<file path="src/rtl/mmr_pkg.sv">
// Shared definitions for the banked mapper register file.
// Assumes an 8-bit host data bus and eight bank registers.
package mmr_pkg;
    localparam int NUM_BANK_REGS = 8;
    localparam int IDX_W         = 3;
    localparam int HOST_DATA_W   = 8;

    // Register pair picked by address bits 14:13 inside the upper window.
    typedef enum logic [1:0] {
        PAIR_BANK   = 2'b00,
        PAIR_MIRRAM = 2'b01,
        PAIR_IRQ_LO = 2'b10,
        PAIR_IRQ_HI = 2'b11
    } pair_e;
endpackage

</file>
<file path="src/rtl/mmr_decode.sv">
// Address decoder. Turns a host write into one-cycle strobes.
// Looks only at address bits 15, 14, 13 and 0; the rest are ignored.
module mmr_decode
    import mmr_pkg::*;
(
    input  logic       wr_en,
    input  logic [3:0] addr_key,   // {A15, A14, A13, A0}
    output logic       sel_we,
    output logic       data_we,
    output logic       mirror_we,
    output logic       wram_we,
    output logic       irq_we,
    output logic [1:0] irq_sel
);
    pair_e pair;
    logic  in_window;

    // Pick the register pair and strobe the even or odd member.
    always_comb begin
        in_window = wr_en && addr_key[3];
        pair      = pair_e'(addr_key[2:1]);
        sel_we    = in_window && (pair == PAIR_BANK)   && !addr_key[0];
        data_we   = in_window && (pair == PAIR_BANK)   &&  addr_key[0];
        mirror_we = in_window && (pair == PAIR_MIRRAM) && !addr_key[0];
        wram_we   = in_window && (pair == PAIR_MIRRAM) &&  addr_key[0];
        irq_we    = in_window && addr_key[2];
        irq_sel   = {addr_key[1], addr_key[0]};
    end
endmodule

</file>
<file path="src/rtl/mmr_bank_file.sv">
// Holds the select byte fields, the eight bank registers and the
// mirroring / work-RAM control bits. Synchronous active-low reset.
module mmr_bank_file
    import mmr_pkg::*;
#(
    parameter int DATA_W = HOST_DATA_W
)(
    input  logic                            clk,
    input  logic                            rst_n,
    input  logic                            sel_we,
    input  logic                            data_we,
    input  logic                            mirror_we,
    input  logic                            wram_we,
    input  logic [DATA_W-1:0]               wr_data,
    output logic                            prg_mode,
    output logic                            chr_mode,
    output logic [NUM_BANK_REGS*DATA_W-1:0] regs_flat,
    output logic                            mirror_horiz,
    output logic                            wram_en,
    output logic                            wram_prot
);
    logic [IDX_W-1:0]  idx_q;
    logic [DATA_W-1:0] bank_q [NUM_BANK_REGS];

    // Select byte: target index and the two layout modes.
    always_ff @(posedge clk) begin
        if (!rst_n) begin
            idx_q    <= '0;
            prg_mode <= 1'b0;
            chr_mode <= 1'b0;
        end else if (sel_we) begin
            idx_q    <= wr_data[IDX_W-1:0];
            prg_mode <= wr_data[6];
            chr_mode <= wr_data[7];
        end
    end

    generate
        for (genvar g = 0; g < NUM_BANK_REGS; g++) begin : g_bank
            // Bank register g; the paired registers drop data bit 0.
            always_ff @(posedge clk) begin
                if (!rst_n)
                    bank_q[g] <= '0;
                else if (data_we && idx_q == IDX_W'(g))
                    bank_q[g] <= (g < 2) ? {wr_data[DATA_W-1:1], 1'b0} : wr_data;
            end
            assign regs_flat[g*DATA_W +: DATA_W] = bank_q[g];
        end
    endgenerate

    // Mirroring and work-RAM control bits.
    always_ff @(posedge clk) begin
        if (!rst_n) begin
            mirror_horiz <= 1'b0;
            wram_en      <= 1'b0;
            wram_prot    <= 1'b0;
        end else begin
            if (mirror_we) mirror_horiz <= wr_data[0];
            if (wram_we) begin
                wram_en   <= wr_data[7];
                wram_prot <= wr_data[6];
            end
        end
    end
endmodule

</file>
<file path="src/rtl/mmr_slot_map.sv">
// Combinational slot layout. Builds four program and eight character
// bank numbers from the bank registers and the two mode bits.
// Assumes PRG_BANK_COUNT >= 2; outputs keep only the low bank-width bits.
module mmr_slot_map
    import mmr_pkg::*;
#(
    parameter int DATA_W         = HOST_DATA_W,
    parameter int PRG_BANK_COUNT = 32,
    parameter int PRG_W          = 5,
    parameter int CHR_W          = 7
)(
    input  logic                            prg_mode,
    input  logic                            chr_mode,
    input  logic [NUM_BANK_REGS*DATA_W-1:0] regs_flat,
    output logic [4*PRG_W-1:0]              prg_bank,
    output logic [8*CHR_W-1:0]              chr_bank
);
    localparam logic [PRG_W-1:0] LAST_BANK   = PRG_W'(PRG_BANK_COUNT - 1);
    localparam logic [PRG_W-1:0] SECOND_LAST = PRG_W'(PRG_BANK_COUNT - 2);

    logic [PRG_W-1:0] r6_p, r7_p;
    logic             regs_unused;

    assign regs_unused = ^regs_flat;
    assign r6_p = regs_flat[6*DATA_W +: PRG_W];
    assign r7_p = regs_flat[7*DATA_W +: PRG_W];

    // Program slots: mode 1 swaps slot 0 and slot 2.
    always_comb begin
        prg_bank[0*PRG_W +: PRG_W] = prg_mode ? SECOND_LAST : r6_p;
        prg_bank[1*PRG_W +: PRG_W] = r7_p;
        prg_bank[2*PRG_W +: PRG_W] = prg_mode ? r6_p : SECOND_LAST;
        prg_bank[3*PRG_W +: PRG_W] = LAST_BANK;
    end

    generate
        for (genvar s = 0; s < 8; s++) begin : g_chr
            // Layout of slot s for one mode: slots 0..3 are paired, 4..7 direct.
            function automatic logic [CHR_W-1:0] layout(input int e);
                logic [CHR_W-1:0] v;
                if (e < 4) begin
                    v    = regs_flat[(e/2)*DATA_W +: CHR_W];
                    v[0] = e[0];
                end else begin
                    v = regs_flat[(e-2)*DATA_W +: CHR_W];
                end
                return v;
            endfunction
            // Character slot s: mode 1 takes the layout of slot s with halves swapped.
            assign chr_bank[s*CHR_W +: CHR_W] = chr_mode ? layout(s ^ 4) : layout(s);
        end
    endgenerate
endmodule

</file>
<file path="src/rtl/bank_mapper_regs.sv">
// Top of the banked mapper register file: write decode, register
// storage and slot layout. Writes take effect on the next clock edge.
// The interrupt strobe is combinational from the write inputs.
module bank_mapper_regs
    import mmr_pkg::*;
#(
    parameter int PRG_BANK_COUNT = 32,
    parameter int CHR_BANK_COUNT = 128,
    localparam int PRG_W = $clog2(PRG_BANK_COUNT),
    localparam int CHR_W = $clog2(CHR_BANK_COUNT)
)(
    input  logic               clk,
    input  logic               rst_n,
    input  logic               wr_en,
    input  logic [15:0]        wr_addr,
    input  logic [7:0]         wr_data,
    output logic [4*PRG_W-1:0] prg_bank_o,
    output logic [8*CHR_W-1:0] chr_bank_o,
    output logic               mirror_horiz_o,
    output logic               wram_enable_o,
    output logic               wram_wprot_o,
    output logic               wram_write_ok_o,
    output logic               irq_wr_o,
    output logic [1:0]         irq_sel_o
);
    logic sel_we, data_we, mirror_we, wram_we;
    logic prg_mode, chr_mode, wram_en, wram_prot;
    logic [NUM_BANK_REGS*HOST_DATA_W-1:0] regs_flat;
    logic addr_unused;

    assign addr_unused = ^wr_addr[12:1];

    mmr_decode u_dec (
        .wr_en    (wr_en),
        .addr_key ({wr_addr[15:13], wr_addr[0]}),
        .sel_we   (sel_we),
        .data_we  (data_we),
        .mirror_we(mirror_we),
        .wram_we  (wram_we),
        .irq_we   (irq_wr_o),
        .irq_sel  (irq_sel_o)
    );

    mmr_bank_file #(.DATA_W(HOST_DATA_W)) u_file (
        .clk         (clk),
        .rst_n       (rst_n),
        .sel_we      (sel_we),
        .data_we     (data_we),
        .mirror_we   (mirror_we),
        .wram_we     (wram_we),
        .wr_data     (wr_data),
        .prg_mode    (prg_mode),
        .chr_mode    (chr_mode),
        .regs_flat   (regs_flat),
        .mirror_horiz(mirror_horiz_o),
        .wram_en     (wram_en),
        .wram_prot   (wram_prot)
    );

    mmr_slot_map #(
        .DATA_W        (HOST_DATA_W),
        .PRG_BANK_COUNT(PRG_BANK_COUNT),
        .PRG_W         (PRG_W),
        .CHR_W         (CHR_W)
    ) u_map (
        .prg_mode (prg_mode),
        .chr_mode (chr_mode),
        .regs_flat(regs_flat),
        .prg_bank (prg_bank_o),
        .chr_bank (chr_bank_o)
    );

    // Work-RAM gate: writes only when enabled and not protected.
    always_comb begin
        wram_enable_o   = wram_en;
        wram_wprot_o    = wram_prot;
        wram_write_ok_o = wram_en && !wram_prot;
    end
endmodule

</file>
<file path="config.mk">
export PLATFORM = sky130hd
export DESIGN_NAME = bank_mapper_regs
export DESIGN_NICKNAME = d
export VERILOG_FILES = /design/src/rtl/mmr_pkg.sv /design/src/rtl/mmr_decode.sv /design/src/rtl/mmr_bank_file.sv /design/src/rtl/mmr_slot_map.sv /design/src/rtl/bank_mapper_regs.sv
export SDC_FILE = /design/constraint.sdc
export NUM_CORES = 1
export LEC_CHECK = 0
export ABC_AREA = 1
export BUFFER_PORTS_ARGS = -buffer_cell sky130_fd_sc_hd__buf_2
export CAP_MARGIN = 20
export CORE_ASPECT_RATIO = 0.9
export CORE_UTILIZATION = 53
export CTS_CLUSTER_DIAMETER = 80
export DETAILED_ROUTE_END_ITERATION = 10
export PLACE_DENSITY = 0.89
export SLEW_MARGIN = 20
export SYNTH_ARGS = -nofsm -noshare
export SYNTH_HDL_FRONTEND = slang
export SYNTH_SLANG_ARGS = --single-unit
</file>
<file path="constraint.sdc">
create_clock -name clk -period 3.8 [get_ports clk]
set_input_delay 0.19 -clock clk [delete_from_list [all_inputs] [get_ports clk]]
set_output_delay 0.19 -clock clk [all_outputs]
set_load 0.02 [all_outputs]
</file>
# Word level (Yosys, flattened, before mapping)

Memory sizes are Yosys's and may differ from the RTL's.
Index checks and enable logic that the tools add are counted.
W data, S select, Z words.

Equality and inequality tests: 8
Bitwise operators: 8
Muxes and demuxes: 43
Reductions and logical operators: 21

Operators by type and width:

| cell                 | number |
|---|---|
| $mux W8              | 8 |
| $mux W7              | 8 |
| $mux W1              | 25 |
| $logic_and A1 B1 Y1  | 17 |
| $eq A3 B3 Y1 const B | 4 |
| $mux W5              | 2 |
| $or A1 B1 Y1         | 8 |
| $eq A3 B2 Y1 const B | 2 |
| $eq A3 B1 Y1 const B | 1 |
| $logic_not A3 Y1     | 1 |
| $eq A2 B1 Y1 const B | 1 |
| $logic_not A1 Y1     | 2 |
| $logic_not A2 Y1     | 1 |

Memories: 1
Memory bits (writable): 64
Output and inout bits: 83
Word-level logic and storage cells: 87
Flip-flop bits (word level): 8

Memory list:

| name          | words | bits a word | rd ports | clocked after memory_dff | wr ports | line                | text |
|---|---|---|---|---|---|---|---|
| u_file.bank_q | 8     | 8           | 8        | 0                        | 8        | mmr_bank_file.sv:23 | `logic [DATA_W-1:0] bank_q [NUM_BANK_REGS];` |

# Longest topological paths before layout

Gate-level depths: netlist of the first run.

Depth after elaboration: 8
Depth in mapped cells: 7
Mapped depth without buffers: 6

# Cells and area by module

Synthesis of the first run repeated with hierarchy kept, for this count alone.

Cells, all modules: 384
Area total of the unflattened synthesis: 3339.5 um^2

Modules (own cells, without submodules):

| module           | times used | area each (um^2) | sequential area each (um^2) | cells each |
|---|---|---|---|---|
| mmr_bank_file    | 1          | 2543.7           | 2021.9                      | 196 |
| mmr_slot_map     | 1          | 715.7            | 0.0                         | 172 |
| mmr_decode       | 1          | 70.1             | 0.0                         | 14 |
| bank_mapper_regs | 1          | 10.0             | 0.0                         | 2 |

# Worst setup path after synthesis of the first run

No wires, ideal clock.

Kind: register to output
From: register u_file.chr_mode
To: output chr_bank_o[10]
Slack: 2323 ps
Path buffers: 3
Cell stages (with the launch flop): 6
Arrival: 1287 ps
Cells stage by stage: dfxtp_1 clkbuf_2 inv_1 buf_2 buf_2 o21ai_0

Longest elaborated chain between the ends: 1

RTL lines:

| element                  | line                   | text |
|---|---|---|
| start: declaration       | mmr_bank_file.sv:16    | `output logic chr_mode,` |
| start signal: assignment | mmr_bank_file.sv:34    | `chr_mode <= wr_data[7];` |
| $mux W7                  | mmr_slot_map.sv:50     | `assign chr_bank[s*CHR_W +: CHR_W] = chr_mode ? layout(s ^ 4) : layout(s);` |
| end: declaration         | bank_mapper_regs.sv:18 | `output logic [8*CHR_W-1:0] chr_bank_o,` |

No other way between the ends.

# Worst setup path after layout of the first run

From: register u_file.chr_mode
To: output chr_bank_o[6]

Same word-level chain as after synthesis.

==> results of run 1 <==
per-layer routing:
metal / vias up / global-route usage [%]
li1: 1265 / -
met1: 1146 / 25.3
met2: 117 / 38.9
met3: 12 / 6.38
met4: 0 / 12.3
met5: - / 0
kinds of logic (layout without fill, tap and decap cells):
kind of cell / count (synthesis) / in the layout
AO/OA/AOI/OAI: 48 / 48
buffers and inverters: 79 / 164
flip-flops: 58 / 58
other: 1 / 5
AND/OR/NAND/NOR: 167 / 167
cell usage after synthesis:
cell / count
buf_4: 12
buf_2: 3
dfxtp_1: 8
nor2_2: 1
clkbuf_2: 1
nor2_8: 1
clkbuf_1: 7
conb_1: 1
edfxtp_1: 50
nand2_1: 73
inv_1: 52
nand3_1: 6
buf_6: 1
nand3_2: 5
nand2_2: 1
nor3_1: 1
o21ai_0: 48
inv_2: 3
nor2_1: 74
nor3_2: 5
state kept, by name, indices dropped and copies added (netlist names):
name / count
u_file.mirror_horiz: 1
u_file.chr_mode: 1
u_file.bank_q: 50
u_file.prg_mode: 1
u_file.wram_en: 1
u_file.wram_prot: 1
u_file.idx_q: 3
worst paths after layout:
check / start / end / slack [ps] / cells past startpoint
max: u_file.chr_mode / chr_bank_o[6] / 1540 / 5
max reg2reg: u_file.chr_mode / u_file.chr_mode / 2190 / 5
min reg2reg: u_file.mirror_horiz / u_file.mirror_horiz / 510 / 4
min: wr_data[2] / u_file.idx_q[2] / 110 / 3
where the power goes:
group	internal (mW)	switching [mW]
registers	0.710	0.00932
logic	0.0427	0.118
clock network	0.362	0.231
total	1.11	0.358
cell type report:
cell class	count	area, µm²
tap	67	83.8
fill	445	1710
timing repair buffer	93	468
clock inverter	7	83.8
inverter	55	206
clock buffer	9	124
sequential	58	1660
multi-input combinational	220	978
worst reg2reg max path: stages (launching register included):
cell and delay (ps):
dfxtp_1 300, buf_4 230, inv_1 720, nand2_1 120, nand2_1 90, nor2_1 50
through the flow:
step           power (mW)  std cells  utilization, %
3_3_place_gp        0.889        493            63.9
5_1_grt              1.53        509            67.8
2_1_floorplan       0.843        357               -
6_report             1.47        509            67.8
4_1_cts              1.49        509            67.8
3_5_place_dp        0.894        493            63.9
cells in the final DEF, fill, tap and decap left out, drive strengths merged:
cell / count
dfxtp: 8
clkbuf: 9
o21ai: 48
bufinv: 2
clkinv: 5
nand2: 74
conb: 5
inv: 55
edfxtp: 50
buf: 93
nand3: 11
nor2: 76
nor3: 6
==> run summary, run 1 <==
Status: finished, final reports clean
DP Area: 3400 µm²
Core footprint: 5320 µm²
Port buffer count: 92
Max transition margin: 38.2%
Crit path launch type: flip-flop
Num rows: 25
Leak: 1.80 nW
CTS buffer count: 9
Max cap viols: 0
Slew @ Worst Pin: 926 ps
Fin crit share: 59.6%
Final slew viol count: 0
DRT Pass-1 Iters: 5
Met2 WL: 3090 µm
Met1 Wirelength: 2550 µm
Fin. Hold Viols: 0
Yosys warnings: 0
Adder-cell area share of the yosys netlist: 0%
Power Density: 408 nW/µm²
Share of cells above drive strength 1: 28.1%
Synth Register Bits: 58
Design Area, Final: 3610 µm²
WS Path Type: flip-flop to output port
Vias/cell: 4.99
Post-CTS Setup Inserts: 0
Vert. Die Dim: 73.1 µm
Area Overhead vs Synth: 21.0%
CTS max path bufs: 2
Starting density of the core: 56.0%
CP arrival: 2070 ps
DRT iter0 DRCs: 129
Worst VDD drop: 0.219 mV
Count of cell types in the netlist: 20
Setup TNS: 0 ps
Pin count of the biggest net entering global routing: 44
CTS tree: built
Root buf cell: clkbuf_8
Compound-Gate Fraction of Synth Area: 8.06%
Cell taking the most area after synthesis: edfxtp_1
Final Skew: 6.80 ps
First-pass GRT wire length: 9560 µm
Yosys top cell area share: 50.4%
Layout Nets: 464
Synth top area cells: edfxtp_1 (50%), nor2_1 (9.3%), nand2_1 (9.2%)
Num Clock Sinks: 58
Avg Inst Size Synth: 8.44 µm²
Main combinational cell family by area after synthesis: simple AND/OR/NAND/NOR gates
Met3 WL post-DR: 477 µm
Critical path capture point type: output port
Post-synthesis mux area share: 0%
Seq/Total Area, Yosys: 55.8%
H-tree Lvls: 3
Worst path slowest cell: inv_1
Delay-heaviest family, CP: buffers and inverters
Gpl congestion: 0.849
DRC: 0
Pre-CTS WS: 1900 ps
Post-Route WL: 6260 µm
Total Routing Usage GR: 22.6%
Drt wl/cell: 12.3 µm
# resized after CTS: 0
Die width: 81.0 µm
Unrepaired setup endpoints after global routing: false
Final setup viols: 0
Critical path data required time: 3610 ps
Simple-gate portion of the synthesized area: 24.1%
Mapped Cells: 353
Top Metal Used: met4
Fmax: 0.442 GHz
Die area: 5930 µm²
Via count: 2,540
Mapped Area: 2980 µm²
Global route total overflow: 0
Hold WC Path Type: input port to flip-flop
Smallest hold slack: 111 ps
Later-pin clock latency in the skew report: 330 ps
Max FO, Critical Path: 43
Remaining antenna violation count: 0
Worst-path clk slew: 60 ps
Io pins: 110
Fin crit period: 2260 ps
Ant diodes: 0
CP cell instances: buf_4, inv_1, nand2_1, o21ai_0, buf_2
Setup WS post-layout: 1540 ps
Hold-fix buffers, CTS: 0
Initial antenna violation count: 0
Post-DP HPWL: 4550 µm
Post-Synth XOR/XNOR Area: 0%
WP buf/inv: 3
Vias in the first global route: 2,154
CP max stage delay: 720 ps
(Power assumes the default switching activity.)
==> run 2: changes to the inputs <==
--- a/config.mk
+++ b/config.mk
@@ -9,10 +9,10 @@
 export BUFFER_PORTS_ARGS = -buffer_cell sky130_fd_sc_hd__buf_2
 export CAP_MARGIN = 20
 export CORE_ASPECT_RATIO = 0.9
-export CORE_UTILIZATION = 53
+export CORE_UTILIZATION = 49
 export CTS_CLUSTER_DIAMETER = 80
 export DETAILED_ROUTE_END_ITERATION = 10
-export PLACE_DENSITY = 0.89
+export PLACE_DENSITY = 0.83
 export SLEW_MARGIN = 20
 export SYNTH_ARGS = -nofsm -noshare
 export SYNTH_HDL_FRONTEND = slang
==> constraint.sdc (replaced) <==
create_clock -name clk -period 2.3 [get_ports clk]
set_input_delay 0.115 -clock clk [delete_from_list [all_inputs] [get_ports clk]]
set_output_delay 0.115 -clock clk [all_outputs]
set_load 0.02 [all_outputs]
==> run summary, run 2 (synthesis gave the netlist of run 1 again) <==
Port buffer count: 92 (unchanged)
Pwr Total: 2.30 mW (+56%)
Max cap viols: 0 (unchanged)
Unrepaired setup endpoints after global routing: false
Drt wl/cell: 12.1 µm (-1.6%)
Via count: 2,458 (-3.2%)
WS Path Type: flip-flop to output port
Leading cell type in the layout, fill and taps excluded: buf_2
Max reg flops: 50 (unchanged)
Setup WS post-layout: 623 ps (-914 ps)
Post-DP HPWL: 4390 µm (-3.4%)
DRT Pass-1 Iters: 8 (+3)
RR Endpoint: u_file.bank_q[0][20]
Met3 WL post-DR: 525 µm (+10%)
Die area: 6400 µm² (+7.9%)
Top Metal Used: met4
DRC: 20 (+20)
CTS buffer count: 9 (unchanged)
Crit path launch type: flip-flop
Hold_sp: wr_data[1]
Top Registers: u_file.bank_q: 50 flops, u_file.idx_q: 3 flops
DRT iter0 DRCs: 218 (+69%)
Final core occ: 62.2% (-5.6 points)
Smallest hold slack: 20.1 ps (-90.6 ps)
DP Area: 3410 µm² (+0.33%)
Io pins: 110 (unchanged)
Fin crit period: 1680 ps
CP max stage delay: 330 ps (-390 ps)
Non-Filler Instances: 511 (+0.39%)
Vias/cell: 4.81 (-3.6%)
WHS Endpoint: u_file.idx_q[1]
Post-CTS Setup Inserts: 0 (unchanged)
Die width: 84.2 µm (+3.9%)
Commonest cells after routing, fill and taps aside: buf_2 (92), nor2_1 (74), nand2_1 (73)
Worst VDD drop: 0.371 mV (+70%)
R2R Setup Slk: 820 ps (-1370 ps)
Vias in the first global route: 2,138 (-0.74%)
Delay-heaviest family, CP: buffers and inverters
Launching point of the worst reg2reg path: u_file.idx_q[1]
CP arrival: 1560 ps (-510 ps)
Remaining antenna violation count: 0 (unchanged)
Setup TNS: 0 ps (unchanged)
Layout Nets: 465 (+0.22%)
Area Overhead vs Synth: 20.2%
Met1 Wirelength: 2650 µm (+4.0%)
Final setup viols: 0 (unchanged)
Top reg by flops: u_file.bank_q
Power Density: 642 nW/µm² (+57%)
Root buf cell: clkbuf_8
Met2 WL: 2920 µm (-5.5%)
CTS tree: built
# resized after CTS: 0 (unchanged)
Fmax: 0.596 GHz
R2R cell count: 4 (-1)
Ant diodes: 0 (unchanged)
Vert. Die Dim: 76.0 µm (+3.9%)
Hold-fix buffers, CTS: 0 (unchanged)
Hold WC Path Type: input port to flip-flop
Max FO, Critical Path: 29 (-33%)
Share of cells above drive strength 1: 27.7% (-0.39 points)
Later-pin clock latency in the skew report: 330 ps (about the same)
Gpl congestion: 0.812 (-4.4%)
Worst-path clk slew: 60 ps (about the same)
Status: complete, but fails checks
CTS max path bufs: 2 (unchanged)
Pin count of the biggest net entering global routing: 43 (-2.3%)
Num rows: 26 (+4.0%)
Final slew viol count: 0 (unchanged)
Design Area, Final: 3580 µm² (-0.69%)
H-tree Lvls: 3 (unchanged)
Core footprint: 5760 µm² (+8.3%)
Pre-CTS WS: 846 ps (-1050 ps)
CP cell instances: inv_1, buf_4, nand2_1, o21ai_0, buf_2
Post-Route WL: 6180 µm (-1.2%)
Total Routing Usage GR: 20.4% (-2.2 points)
Final Skew: 2.31 ps (-4.49 ps)
Critical path capture point type: output port
First-pass GRT wire length: 10,000 µm (+4.9%)
Worst path slowest cell: buf_4
DP Cell Count: 497 (+0.81%)
Critical path data required time: 2180 ps (-1430 ps)
WP buf/inv: 3 (unchanged)
Leak: 1.79 nW (-0.90%)
Hold path depth: 3 (unchanged)
Fin. Hold Viols: 0 (unchanged)
Starting density of the core: 51.7% (-4.3 points)
Global route total overflow: 0 (unchanged)
Fin crit share: 72.9%
Initial antenna violation count: 0 (unchanged)
Num Clock Sinks: 58 (unchanged)
Failing checks: design-rule violations
==> run 2: worst max path at each step <==
stage	start	to	slack, ps	cells past startpoint
3_5_place_dp	u_file.idx_q[1]	u_file.bank_q[0][18]	850	4
4_1_cts	u_file.chr_mode	chr_bank_o[20]	610	5
5_1_grt	u_file.chr_mode	chr_bank_o[17]	490	5
3_3_place_gp	u_file.idx_q[0]	u_file.bank_q[0][26]	900	4
2_1_floorplan	u_file.chr_mode	chr_bank_o[10]	900	5
6_report	u_file.chr_mode	chr_bank_o[17]	620	5
==> run 2: cell type report <==
type                       count  area, µm²
inverter                      55        206
fill                         482       2180
sequential                    58       1660
multi-input combinational    220        978
timing repair buffer          94        475
clock inverter                 5       47.5
tap                           70       87.6
clock buffer                   9        124
==> run 2: worst register-to-register path, delay by kind of cell, from the launching register on <==
| family | cells | cell delay [ps] |
|---|---|---|
| and+or+nand+nor | 3 | 570 |
| DFF | 1 | 440 |
| buffers and inverters | 1 | 130 |
==> run 2: metal layers <==
| layer | track usage (%) | vias to the layer above |
|---|---|---|
| li1 | - | 1269 |
| met5 | 0 | - |
| met1 | 26.5 | 1055 |
| met3 | 4.88 | 10 |
| met2 | 33.2 | 124 |
| met4 | 7.93 | 0 |
==> run 2: power breakdown <==
group | leakage [nW] | internal (mW) | switching [mW]
clock network | 0.0898 | 0.476 | 0.369
registers | 0.581 | 1.17 | 0.0157
logic | 1.12 | 0.0713 | 0.194
total | 1.79 | 1.72 | 0.578
==> run 3: changes to the inputs <==
==> constraint.sdc (replaced) <==
create_clock -name clk -period 1.6 [get_ports clk]
set_input_delay 0.08 -clock clk [delete_from_list [all_inputs] [get_ports clk]]
set_output_delay 0.08 -clock clk [all_outputs]
set_load 0.02 [all_outputs]
==> run summary, run 3 (synthesis gave the netlist of run 1 again) <==
Status: complete, but fails checks
Failing checks: design-rule violations
DP Area: 3420 µm² (+0.37%)
Fin crit share: 95.5%
Fmax: 0.654 GHz
Post-CTS Setup Inserts: 0 (unchanged)
Commonest cells after routing, fill and taps aside: buf_2 (92), nor2_1 (74), nand2_1 (73)
Die width: 84.2 µm (unchanged)
Unrepaired setup endpoints after global routing: true
DRT Pass-1 Iters: 7 (-1)
Ant diodes: 0 (unchanged)
# resized after CTS: 0 (unchanged)
CP arrival: 1450 ps (-110 ps)
Gpl congestion: 0.850 (+4.7%)
Global route total overflow: 0 (unchanged)
Share of cells above drive strength 1: 27.1% (-0.53 points)
Power Density: 921 nW/µm² (+43%)
Io pins: 110 (unchanged)
Max cap viols: 0 (unchanged)
Multi-input logic area: 978 µm² (unchanged)
CTS tree: built
Drt wl/cell: 11.8 µm (-2.4%)
Leak: 1.80 nW (+1.0%)
Pwr Total: 3.34 mW (+45%)
Die area: 6400 µm² (unchanged)
Post-Route WL: 6100 µm (-1.4%)
Max FO, Critical Path: 29 (unchanged)
Max reg flops: 50 (unchanged)
Top Registers: u_file.bank_q: 50 flops, u_file.idx_q: 3 flops
Pin count of the biggest net entering global routing: 43 (unchanged)
Design Area, Final: 3630 µm² (+1.4%)
WS Path Type: flip-flop to output port
Critical path endpoint: chr_bank_o[4]
Root buf cell: clkbuf_8
DRC: 21 (+5.0%)
Vias in the first global route: 2,266 (+6.0%)
Vias/cell: 4.85 (+0.80%)
Via count: 2,502 (+1.8%)
Critical path data required time: 1520 ps (-660 ps)
Hold WC Path Type: input port to flip-flop
Fill cell count: 507 (+5.2%)
Vert. Die Dim: 76.0 µm (unchanged)
First-pass GRT wire length: 10,300 µm (+2.6%)
Starting density of the core: 51.7% (unchanged)
Initial antenna violation count: 0 (unchanged)
CTS buffer count: 9 (unchanged)
Num Clock Sinks: 58 (unchanged)
Top reg by flops: u_file.bank_q
Leading cell type in the layout, fill and taps excluded: buf_2
Layout Nets: 468 (+0.65%)
Area Overhead vs Synth: 21.8%
Final Skew: 10.3 ps (+8.03 ps)
Critical path capture point type: output port
Worst VDD drop: 0.432 mV (+16%)
Later-pin clock latency in the skew report: 330 ps (about the same)
Num rows: 26 (unchanged)
CP Launch Point: u_file.chr_mode
DRT iter0 DRCs: 169 (-22%)
Register area: 1660 µm² (unchanged)
R2R Setup Slk: 130 ps (-690 ps)
Final setup viols: 0 (unchanged)
CTS max path bufs: 2 (unchanged)
Crit path launch type: flip-flop
RR Endpoint: u_file.bank_q[1][11]
R2R cell count: 4 (unchanged)
Core footprint: 5760 µm² (unchanged)
Total Routing Usage GR: 20.8% (+0.44 points)
Final slew viol count: 0 (unchanged)
Pre-CTS WS: 164 ps (-683 ps)
H-tree Lvls: 3 (unchanged)
Post-DP HPWL: 4430 µm (+0.79%)
Worst-path clk slew: 60 ps (about the same)
Fin crit period: 1530 ps
Fin. Hold Viols: 0 (unchanged)
Port buffer count: 92 (unchanged)
Remaining antenna violation count: 0 (unchanged)
Hold_sp: wr_data[0]
Setup WS post-layout: 71.6 ps (-551 ps)
Launching point of the worst reg2reg path: u_file.idx_q[2]
==> run 3: worst min-delay path by stage <==
stage / end / slack [ps] / depth (start not counted)
after floorplan: u_file.idx_q[1] / 210 / 2
after detailed placement: u_file.idx_q[1] / 330 / 3
after CTS: u_file.mirror_horiz / 4 / 3
after global placement: u_file.idx_q[1] / 320 / 3
final: u_file.idx_q[0] / 20 / 3
after global routing: u_file.idx_q[0] / 20 / 3
==> run 3: where the power goes <==
group          internal, mW  leakage (nW)  switching, mW
clock                 0.708        0.0894          0.537
combinational         0.109          1.13          0.279
sequential             1.69         0.581         0.0219
total                  2.50          1.80          0.838
==> run 3: repair_timing <==
| action | 4_1_cts | 5_1_grt |
|---|---|---|
| hold buffers | 3 | 0 |
| setup endpoints to repair | 0 | 32 |
| endpoints found under the hold margin | 3 | 0 |
==> run 3: critical path, cell delays in order (launching register included) <==
cell,delay [ps]
dfxtp_1,310
inv_1,260
buf_12,210
nand2_1,70
o21ai_0,80
buf_2,190
==> run 3: routing by layer <==
| layer | up-vias | routed length, µm | track usage (%) |
|---|---|---|---|
| met3 | 10 | 487 | 5.74 |
| li1 | 1270 | - | - |
| met5 | - | 0 | 0 |
| met2 | 107 | 2940 | 35.5 |
| met1 | 1115 | 2570 | 25.1 |
| met4 | 0 | 93 | 8.28 |
==> run 3: through the flow <==
step | hold WS, ps | utilization [%] | setup TNS (ps) | instances
after floorplan | 215 | - | 0 | 357
after global placement | 324 | 59.4 | 0 | 497
after detailed placement | 326 | 59.4 | 0 | 497
after CTS | 3.70 | 63.0 | 0 | 516
after global routing | 15.8 | 63.0 | -1240 | 516
final | 19.4 | 63.0 | 0 | 516
==> run 3: final cells by class <==
type / instances / area share [%]
clock inverter: 4 / 1.17
clock buffer: 12 / 3.72
sequential: 58 / 45.8
inverter: 55 / 5.69
multi-input combinational: 220 / 27.0
timing repair buffer: 97 / 14.3
tap: 70 / 2.41
